===== src/rtl/sdiv_pkg.sv =====
package sdiv_pkg;
  typedef enum logic {
    MODE_EXP = 1'b0,
    MODE_LIN = 1'b1
  } div_mode_e;

  function automatic int max_int(int a, int b);
    return (a > b) ? a : b;
  endfunction
endpackage


===== src/rtl/sdiv_cfg_reg.sv =====
module sdiv_cfg_reg
  import sdiv_pkg::*;
#(
  parameter int LIN_W = 8,
  parameter int EXP_W = 4,
  localparam int CFG_W = LIN_W + EXP_W + 1
) (
  input  logic             clk_i,
  input  logic             rst_ni,
  input  logic             we_i,
  input  logic [CFG_W-1:0] wdata_i,
  output logic [LIN_W-1:0] lin_n_o,
  output logic [EXP_W-1:0] exp_n_o,
  output div_mode_e        mode_o
);
  logic [CFG_W-1:0] cfg_q;

  always_ff @(posedge clk_i or negedge rst_ni) begin
    if (!rst_ni)   cfg_q <= '0;
    else if (we_i) cfg_q <= wdata_i;
  end

  assign lin_n_o = cfg_q[LIN_W-1:0];
  assign exp_n_o = cfg_q[LIN_W +: EXP_W];
  assign mode_o  = div_mode_e'(cfg_q[CFG_W-1]);
endmodule


===== src/rtl/sdiv_half_calc.sv =====
module sdiv_half_calc
  import sdiv_pkg::*;
#(
  parameter int LIN_W = 8,
  parameter int EXP_W = 4,
  parameter int CNT_W = 15
) (
  input  logic [LIN_W-1:0] lin_n_i,
  input  logic [EXP_W-1:0] exp_n_i,
  input  div_mode_e        mode_i,
  output logic [CNT_W-1:0] half_m1_o
);
  logic [EXP_W-1:0] shift;
  logic [CNT_W-1:0] pow_half;

  // exponent 0 clamps to exponent 1: half of the module clock is the ceiling
  assign shift    = (exp_n_i == '0) ? '0 : exp_n_i - EXP_W'(1);
  assign pow_half = CNT_W'(1) << shift;

  always_comb begin
    if (mode_i == MODE_LIN) half_m1_o = CNT_W'(lin_n_i);
    else                    half_m1_o = pow_half - CNT_W'(1);
  end
endmodule


===== src/rtl/sdiv_counter.sv =====
module sdiv_counter #(
  parameter int CNT_W = 15
) (
  input  logic             clk_i,
  input  logic             rst_ni,
  input  logic             run_i,
  input  logic             restart_i,
  input  logic [CNT_W-1:0] half_m1_i,
  output logic             sclk_o,
  output logic             rise_o,
  output logic             fall_o
);
  logic [CNT_W-1:0] cnt_q;
  logic             sclk_q, rise_q, fall_q;

  always_ff @(posedge clk_i or negedge rst_ni) begin
    if (!rst_ni) begin
      cnt_q  <= '0;
      sclk_q <= 1'b0;
      rise_q <= 1'b0;
      fall_q <= 1'b0;
    end else if (restart_i || !run_i) begin
      cnt_q  <= '0;
      sclk_q <= 1'b0;
      rise_q <= 1'b0;
      fall_q <= 1'b0;
    end else if (cnt_q >= half_m1_i) begin
      cnt_q  <= '0;
      sclk_q <= ~sclk_q;
      rise_q <= ~sclk_q;
      fall_q <= sclk_q;
    end else begin
      cnt_q  <= cnt_q + CNT_W'(1);
      rise_q <= 1'b0;
      fall_q <= 1'b0;
    end
  end

  assign sclk_o = sclk_q;
  assign rise_o = rise_q;
  assign fall_o = fall_q;
endmodule


===== src/rtl/sclk_div_gen.sv =====
module sclk_div_gen
  import sdiv_pkg::*;
#(
  parameter int LIN_W = 8,
  parameter int EXP_W = 4,
  localparam int CFG_W = LIN_W + EXP_W + 1,
  localparam int CNT_W = max_int(LIN_W + 1, (1 << EXP_W) - 1)
) (
  input  logic             clk_i,
  input  logic             rst_ni,
  input  logic             run_i,
  input  logic             cfg_we_i,
  input  logic [CFG_W-1:0] cfg_wdata_i,
  output logic             sclk_o,
  output logic             rise_o,
  output logic             fall_o
);
  logic [LIN_W-1:0] lin_n;
  logic [EXP_W-1:0] exp_n;
  div_mode_e        mode;
  logic [CNT_W-1:0] half_m1;

  sdiv_cfg_reg #(.LIN_W(LIN_W), .EXP_W(EXP_W)) u_cfg (
    .clk_i   (clk_i),
    .rst_ni  (rst_ni),
    .we_i    (cfg_we_i),
    .wdata_i (cfg_wdata_i),
    .lin_n_o (lin_n),
    .exp_n_o (exp_n),
    .mode_o  (mode)
  );

  sdiv_half_calc #(.LIN_W(LIN_W), .EXP_W(EXP_W), .CNT_W(CNT_W)) u_half (
    .lin_n_i   (lin_n),
    .exp_n_i   (exp_n),
    .mode_i    (mode),
    .half_m1_o (half_m1)
  );

  sdiv_counter #(.CNT_W(CNT_W)) u_cnt (
    .clk_i     (clk_i),
    .rst_ni    (rst_ni),
    .run_i     (run_i),
    .restart_i (cfg_we_i),
    .half_m1_i (half_m1),
    .sclk_o    (sclk_o),
    .rise_o    (rise_o),
    .fall_o    (fall_o)
  );
endmodule


===== config.mk =====
export PLATFORM = sky130hd
export DESIGN_NAME = sclk_div_gen
export DESIGN_NICKNAME = d
export VERILOG_FILES = /design/src/rtl/sdiv_pkg.sv /design/src/rtl/sdiv_cfg_reg.sv /design/src/rtl/sdiv_half_calc.sv /design/src/rtl/sdiv_counter.sv /design/src/rtl/sclk_div_gen.sv
export SDC_FILE = /design/constraint.sdc
export NUM_CORES = 1
export LEC_CHECK = 0
export BUFFER_PORTS_ARGS = -buffer_cell sky130_fd_sc_hd__buf_2
export CORE_MARGIN = 1
export CORE_UTILIZATION = 60
export CTS_BUF_LIST = sky130_fd_sc_hd__clkbuf_4
export DETAILED_ROUTE_END_ITERATION = 8
export GPL_TIMING_DRIVEN = 0
export PLACE_DENSITY = 0.81
export REMOVE_ABC_BUFFERS = 1
export SKIP_LAST_GASP = 1
export SYNTH_ARGS = -nofsm -noshare
export SYNTH_HDL_FRONTEND = slang
export SYNTH_SLANG_ARGS = --single-unit

===== constraint.sdc =====
create_clock -name clk_i -period 5.9 [get_ports clk_i]
set_clock_uncertainty 0.2 [all_clocks]
set_input_delay 0.295 -clock clk_i [delete_from_list [all_inputs] [get_ports clk_i]]
set_output_delay 0.295 -clock clk_i [all_outputs]
set_load 0.1 [all_outputs]

==> reports/results.ini, run 1 <==
[sta]
hold_ws_ns=0.0221
tightest_pin_transition_ns=0.677
rsz0062_at_grt=false
final_min_period_over_clock_period_pct=67.6
setup_violations=0
fin_setup_tns_ns=0
maxClockFrequency_mhz=251
report.final.hold_viol_count=0
period_minus_slack_ns=3.99
finalMaxSlewViolations=0
timing.slew.headroom_pct=54.9

[synth]
syn-cell-area_sq_um=1900
syn-mean-instance-area_sq_um=10.0
yosysUniqueCellTypes=36
synth_sequential_area_ratio_pct=40.8
netlist_instances=190
synth_top_cell_by_area=dfrtp_1
synth-seq-cells=31
synth.top_cells.by_area=dfrtp_1 (41%), ha_1 (11%), mux2_2 (7.7%)
netlist.area_leader.share_pct=40.8
yosys_warnings=0

[clock_network]
cts_tree=done
buffer_count_from_post_cts_setup_fixing=0
cts_buffer_depth=2
cts_made_buffers=5
worstSkewPairLatency_ns=0.34
clock_sink_count=31
worst_setup_hold_path_clk_slew_ns=0.10
cts_resized=0
htree_num_levels=2
clock_tree.root_cell=clkbuf_4

[floorplan]
initial_utilization_pct=62.8
die_area_sq_um=3400
placeableCoreArea_sq_um=3030
top_level_ports=20
die_height_um=58.3
chipWidth_um=58.3
num_rows=20

[setup_path]
setup.worst_path.start_class=flop
critPathMaxFanout=17
timing_worst_setup_path_type=reg -> reg
cp.arrival_ns=4.04
nature_of_the_critical_path_endpoint=flop
worstReg2RegStart=u_cfg.cfg_q[10]$_DFFE_PN0P_
cp.required_ns=5.95
timing.critical_path.from=u_cfg.cfg_q[10]$_DFFE_PN0P_

[power_and_ir_drop]
vdd_ir_drop_max_uv=173
p_leak_uw=0.00102
power-per-cell-area_nw_per_um2=201

[cells_and_area]
drive_above_1_share_pct=22.0
num_antenna_cells=0
fraction_of_the_core_area_covered_by_cells_at_the_end_of_the_flow_pct=71.9
area.growth.synth_to_final_pct=14.4
layout_commonest_cell=dfrtp_1
finalNetCount=251
layout.cells.non_filler=262
layout_common_cells=dfrtp_1 (31), buf_2 (19), nor2_1 (17), ha_1 (17)

[outcome]
outcome=complete, no violations

[global_route]
grt_most_used_layer=met2
wire_length_of_the_first_global_routing_pass_um=6330
use_met2_pct=41.9
gr-total-overflow=0
grt_start_max_net_pins=32
number_of_global_route_vias_before_repair=1417
grt_usage_pct=25.5
grt_use_met3_pct=6.37
antenna_found_initial=0
global_route_met1_usage_pct=31.3

[routing]
drt-wirelength-per-cell_um=14.4
antenna_left=0
drc=0
dr.pass1.iters=4
postRouteWirelength_um=3760
drt-initial-drc-count=54
routed_via_density=5.56
vias=1458

[placement]
hpwl_after_detailed_placement_um=2560
numPlacedInstances=242
io_buffer_count=19
rd_place_congestion=0.789

[flow_run]
max_cap_violations=0

[hold_path]
hold_class=in -> reg
hold_path.startpoint=cfg_wdata_i[2]

==> synthesized netlist by cell type <==
cell type   n
a21o_1      5
a21oi_1    13
a221o_1     1
a311o_4     1
a31oi_1     2
a32oi_1     1
a41oi_2     1
and2_1      3
and3_1      5
and4_1      3
buf_6       1
clkbuf_1   10
dfrtp_1    31
ha_1       17
inv_1       5
mux2_2     13
mux2i_1     2
nand2_1     9
nand2b_1    2
nand3_1     6
nand3b_1    1
nand4_1     2
nand4b_1    1
nor2_1     17
nor2_2      5
nor3_1      4
nor3b_1     1
nor4_1      1
o21ai_0     7
o21ai_1     1
o21bai_1    1
or2_2       2
or3_1       1
or4b_2      1
xnor2_1     4
xor2_1     10
==> cells by family (layout without fill, tap and decap cells) <==
| kind of cell | Yosys count | count (layout) | synth area share, % |
|---|---|---|---|
| buffers and inverters | 16 | 44 | 3.55 |
| flip-flops | 31 | 31 | 40.8 |
| adder cells (fa/ha/maj) | 17 | 17 | 11.2 |
| AO/OA/AOI/OAI | 33 | 33 | 11.4 |
| XOR/XNOR | 14 | 14 | 6.45 |
| AND/OR/NAND/NOR | 64 | 64 | 17.8 |
| multiplexers | 15 | 15 | 8.75 |
==> critical path: stages, from the launching register on <==
cell	delay (ns)
dfrtp_1	0.55
or4b_2	0.68
ha_1	0.31
nor4_1	0.30
a21oi_1	0.05
or2_2	0.28
ha_1	0.32
a41oi_2	0.18
o21ai_1	0.09
a221o_1	0.38
a311o_4	0.43
nor2_1	0.15
==> power breakdown <==
group	total, uW	switching (uW)	internal, uW
clock network	119	70.6	48.6
logic	79.9	40.0	39.9
registers	237	15.5	222
==> metal layers <==
layer | share of wire, % | wire [um]
met1 | 44 | 1650
met2 | 51 | 1910
met3 | 2.4 | 91
met4 | 2.9 | 111
met5 | 0 | 0
==> path summary, 6_finish.rpt <==
path / end / slack (ns) / cells past startpoint
worst min-delay path: u_cfg.cfg_q[2]$_DFFE_PN0P_ / 0.02 / 2
max in group asynchronous: u_cfg.cfg_q[3]$_DFFE_PN0P_ / 4.73 / 2
worst max-delay path: u_cnt.cnt_q[2]$_DFF_PN0_ / 1.91 / 11
worst max register to register: u_cnt.cnt_q[2]$_DFF_PN0_ / 1.91 / 11
min in group asynchronous: u_cnt.cnt_q[11]$_DFF_PN0_ / 0.32 / 2
worst min register to register: u_cfg.cfg_q[1]$_DFFE_PN0P_ / 0.31 / 1
==> per-stage QoR <==
| stage | worst slack, ns | total power, uW | cell area, sq um |
|---|---|---|---|
| after floorplan | 2.24 | 288 | 1850 |
| after global placement | 2.06 | 309 | 2000 |
| after detailed placement | 1.98 | 314 | 2000 |
| after CTS | 1.93 | 441 | 2180 |
| after global routing | 1.74 | 461 | 2180 |
| final | 1.91 | 436 | 2180 |
==> timing repair <==
action,CTS,global route
endpoints found under the hold margin,42,0
endpoints found under the setup margin,0,0
hold buffers,12,0
==> sequential cells by signal, summed over array words and instances, names as in the netlist <==
name	count
u_cnt.fall_o	1
u_cnt.sclk_o	1
u_cnt.cnt_q	15
u_cfg.cfg_q	13
u_cnt.rise_o	1
==> final cells by class <==
class,count,area [sq um]
repair buffers,31,215
well taps,44,55.1
clock inverters,2,7.51
multi-input cells,143,1060
clock buffers,6,45.0
inverters,5,18.8
fillers,220,852
flip-flops and latches,31,776
(Power assumes the default switching activity.)
==> run 2: changes to the inputs <==
clock period = 3.7 ns   (was 5.9 ns; I/O delays follow)
==> run 2 against run 1 <==
Compared with the run above:
- via count rose by 9.4%
- largest power group unchanged
- core utilization rose by 5.2 points
- global-route usage rose by 3.8 points
==> reports/results.ini, run 2 (synthesis results as in run 1) <==
[global_route]
grt_usage_pct=29.3
grt_use_met3_pct=8.57
gr-total-overflow=0
use_met2_pct=47.1
grt_start_max_net_pins=32
global_route_met1_usage_pct=34.0
wire_length_of_the_first_global_routing_pass_um=7160
antenna_found_initial=0
number_of_global_route_vias_before_repair=1554
grt_most_used_layer=met2

[clock_network]
cts_made_buffers=5
clock_tree.root_cell=clkbuf_4
clock_sink_count=31
worst_setup_hold_path_clk_slew_ns=0.11
worstSkewPairLatency_ns=0.35
htree_num_levels=2
cts_tree=done
cts_buffer_depth=2

[routing]
drc=0
drt-wirelength-per-cell_um=16.5
antenna_left=0
postRouteWirelength_um=4530
dr.pass1.iters=4
drt-initial-drc-count=82
routed_via_density=5.82
vias=1595

[setup_path]
path_cells=buf_4, or3_4, ha_4, nor4_2, a21oi_1, or2_2, ha_4, a41oi_2, o21ai_1, a221o_1, a311o_2, nor2_1
timing_worst_setup_path_type=reg -> reg
worstReg2RegStart=u_cfg.cfg_q[9]$_DFFE_PN0P_
cp.arrival_ns=3.62
critPathMaxFanout=8
nature_of_the_critical_path_endpoint=flop
cp.required_ns=3.77
timing.critical_path.slowest_cell_delay_ns=0.47
worst_path_most_repeated_cell=ha_4
library_cell_contributing_the_largest_single_delay_on_the_critical_path=dfrtp_2
r2r_slack_ns=0.15
reg2regPathDepth=12
timing.critical_path.from=u_cfg.cfg_q[9]$_DFFE_PN0P_
setup.worst_path.start_class=flop
r2r-end=u_cnt.cnt_q[0]$_DFF_PN0_

[hold_path]
hold_class=in -> reg
timing.hold.worst_path_depth=3
hold_path.startpoint=cfg_we_i
min_to=u_cfg.cfg_q[11]$_DFFE_PN0P_

[power_and_ir_drop]
p_leak_uw=0.00108
power-per-cell-area_nw_per_um2=316
vdd_ir_drop_max_uv=251
p_total_uw=738

[flow_run]
max_cap_violations=0

[floorplan]
initial_utilization_pct=62.8
chipWidth_um=58.3
top_level_ports=20
die_area_sq_um=3400
placeableCoreArea_sq_um=3030
num_rows=20
die_height_um=58.3

[placement]
numPlacedInstances=242
detailed_place.area_sq_um=2000
dp_worst_setup_slack_ns=-0.222
io_buffer_count=19
hpwl_after_detailed_placement_um=2560
rd_place_congestion=0.789

[cells_and_area]
layout_commonest_cell=dfrtp_1
layout_common_cells=dfrtp_1 (27), buf_2 (19), ha_1 (15), dlygate4sd3_1 (15), nor2_1 (14)
area.growth.synth_to_final_pct=22.6
final_cell_area_sq_um=2330
layout_top_registers=u_cnt.cnt_q: 15 flops, u_cfg.cfg_q: 13 flops
finalNetCount=263
max_flop_register=u_cnt.cnt_q
num_antenna_cells=0
drive_above_1_share_pct=30.0
max_reg_flops=15
layout.cells.non_filler=274

[sta]
finalMaxSlewViolations=0
period_minus_slack_ns=3.55
tightest_pin_transition_ns=0.679
maxClockFrequency_mhz=282
worst_slack_ns=0.151
hold_ws_ns=0.0538
timing.slew.headroom_pct=54.7
final_min_period_over_clock_period_pct=95.9
report.final.hold_viol_count=0
rsz0062_at_grt=false
setup_violations=0

[outcome]
outcome=complete, no violations

[run 2: layer usage]
metal	vias up	share of wire (%)
met5	-	0
met4	0	5.3
met3	26	5.2
met2	56	51
li1	752	-
met1	761	39
[run 2: repair_timing]
action	CTS	global route
setup buffers	4	4
pin swaps	3	4
cloned	1	0
hold endpoints to repair	45	0
resized for setup	10	5
endpoints found under the setup margin	18	18
hold buffers	15	0
[run 2: power by group]
group / internal [uW] / switching, uW / leakage (uW) / total, uW
registers: 355 / 17.7 / 0.000399 / 372
clock network: 77.6 / 119 / 0.0000307 / 196
logic: 82.6 / 86.8 / 0.000646 / 169
[run 2: layout make-up]
cell class,count,area (sq um)
Multi-Input combinational cell,144,1120
Sequential cell,31,781
Fill cell,202,696
Timing Repair Buffer,42,305
Tap cell,44,55.1
Clock buffer,6,45.0
Inverter,5,18.8
Clock inverter,2,7.51
[run 2: critical path, delay by kind of cell, from the launching register on]
kind | cells | cell delay [ns]
AO/OA/AOI/OAI | 5 | 1.16
adder cells (fa/ha/maj) | 2 | 0.40
buffers and inverters | 1 | 0.16
flip-flops | 1 | 0.47
AND/OR/NAND/NOR | 4 | 1.07
[run 2: how the worst max path moves through the flow]
stage | endpoint | slack [ns] | depth (start not counted)
after floorplan | u_cnt.cnt_q[10]$_DFF_PN0_ | 0.04 | 11
after global placement | u_cnt.cnt_q[2]$_DFF_PN0_ | -0.14 | 11
after detailed placement | u_cnt.cnt_q[2]$_DFF_PN0_ | -0.22 | 11
after CTS | u_cnt.cnt_q[2]$_DFF_PN0_ | 0.05 | 10
after global routing | u_cnt.cnt_q[9]$_DFF_PN0_ | 0.02 | 12
final | u_cnt.cnt_q[0]$_DFF_PN0_ | 0.15 | 12
[run 2: per-stage QoR]
stage          TNS (ns)  util [%]
6_report              0      77.0
5_1_grt               0      77.0
4_1_cts               0      75.6
3_5_place_dp      -3.19      66.2
3_3_place_gp      -2.19      66.2
2_1_floorplan         0         -
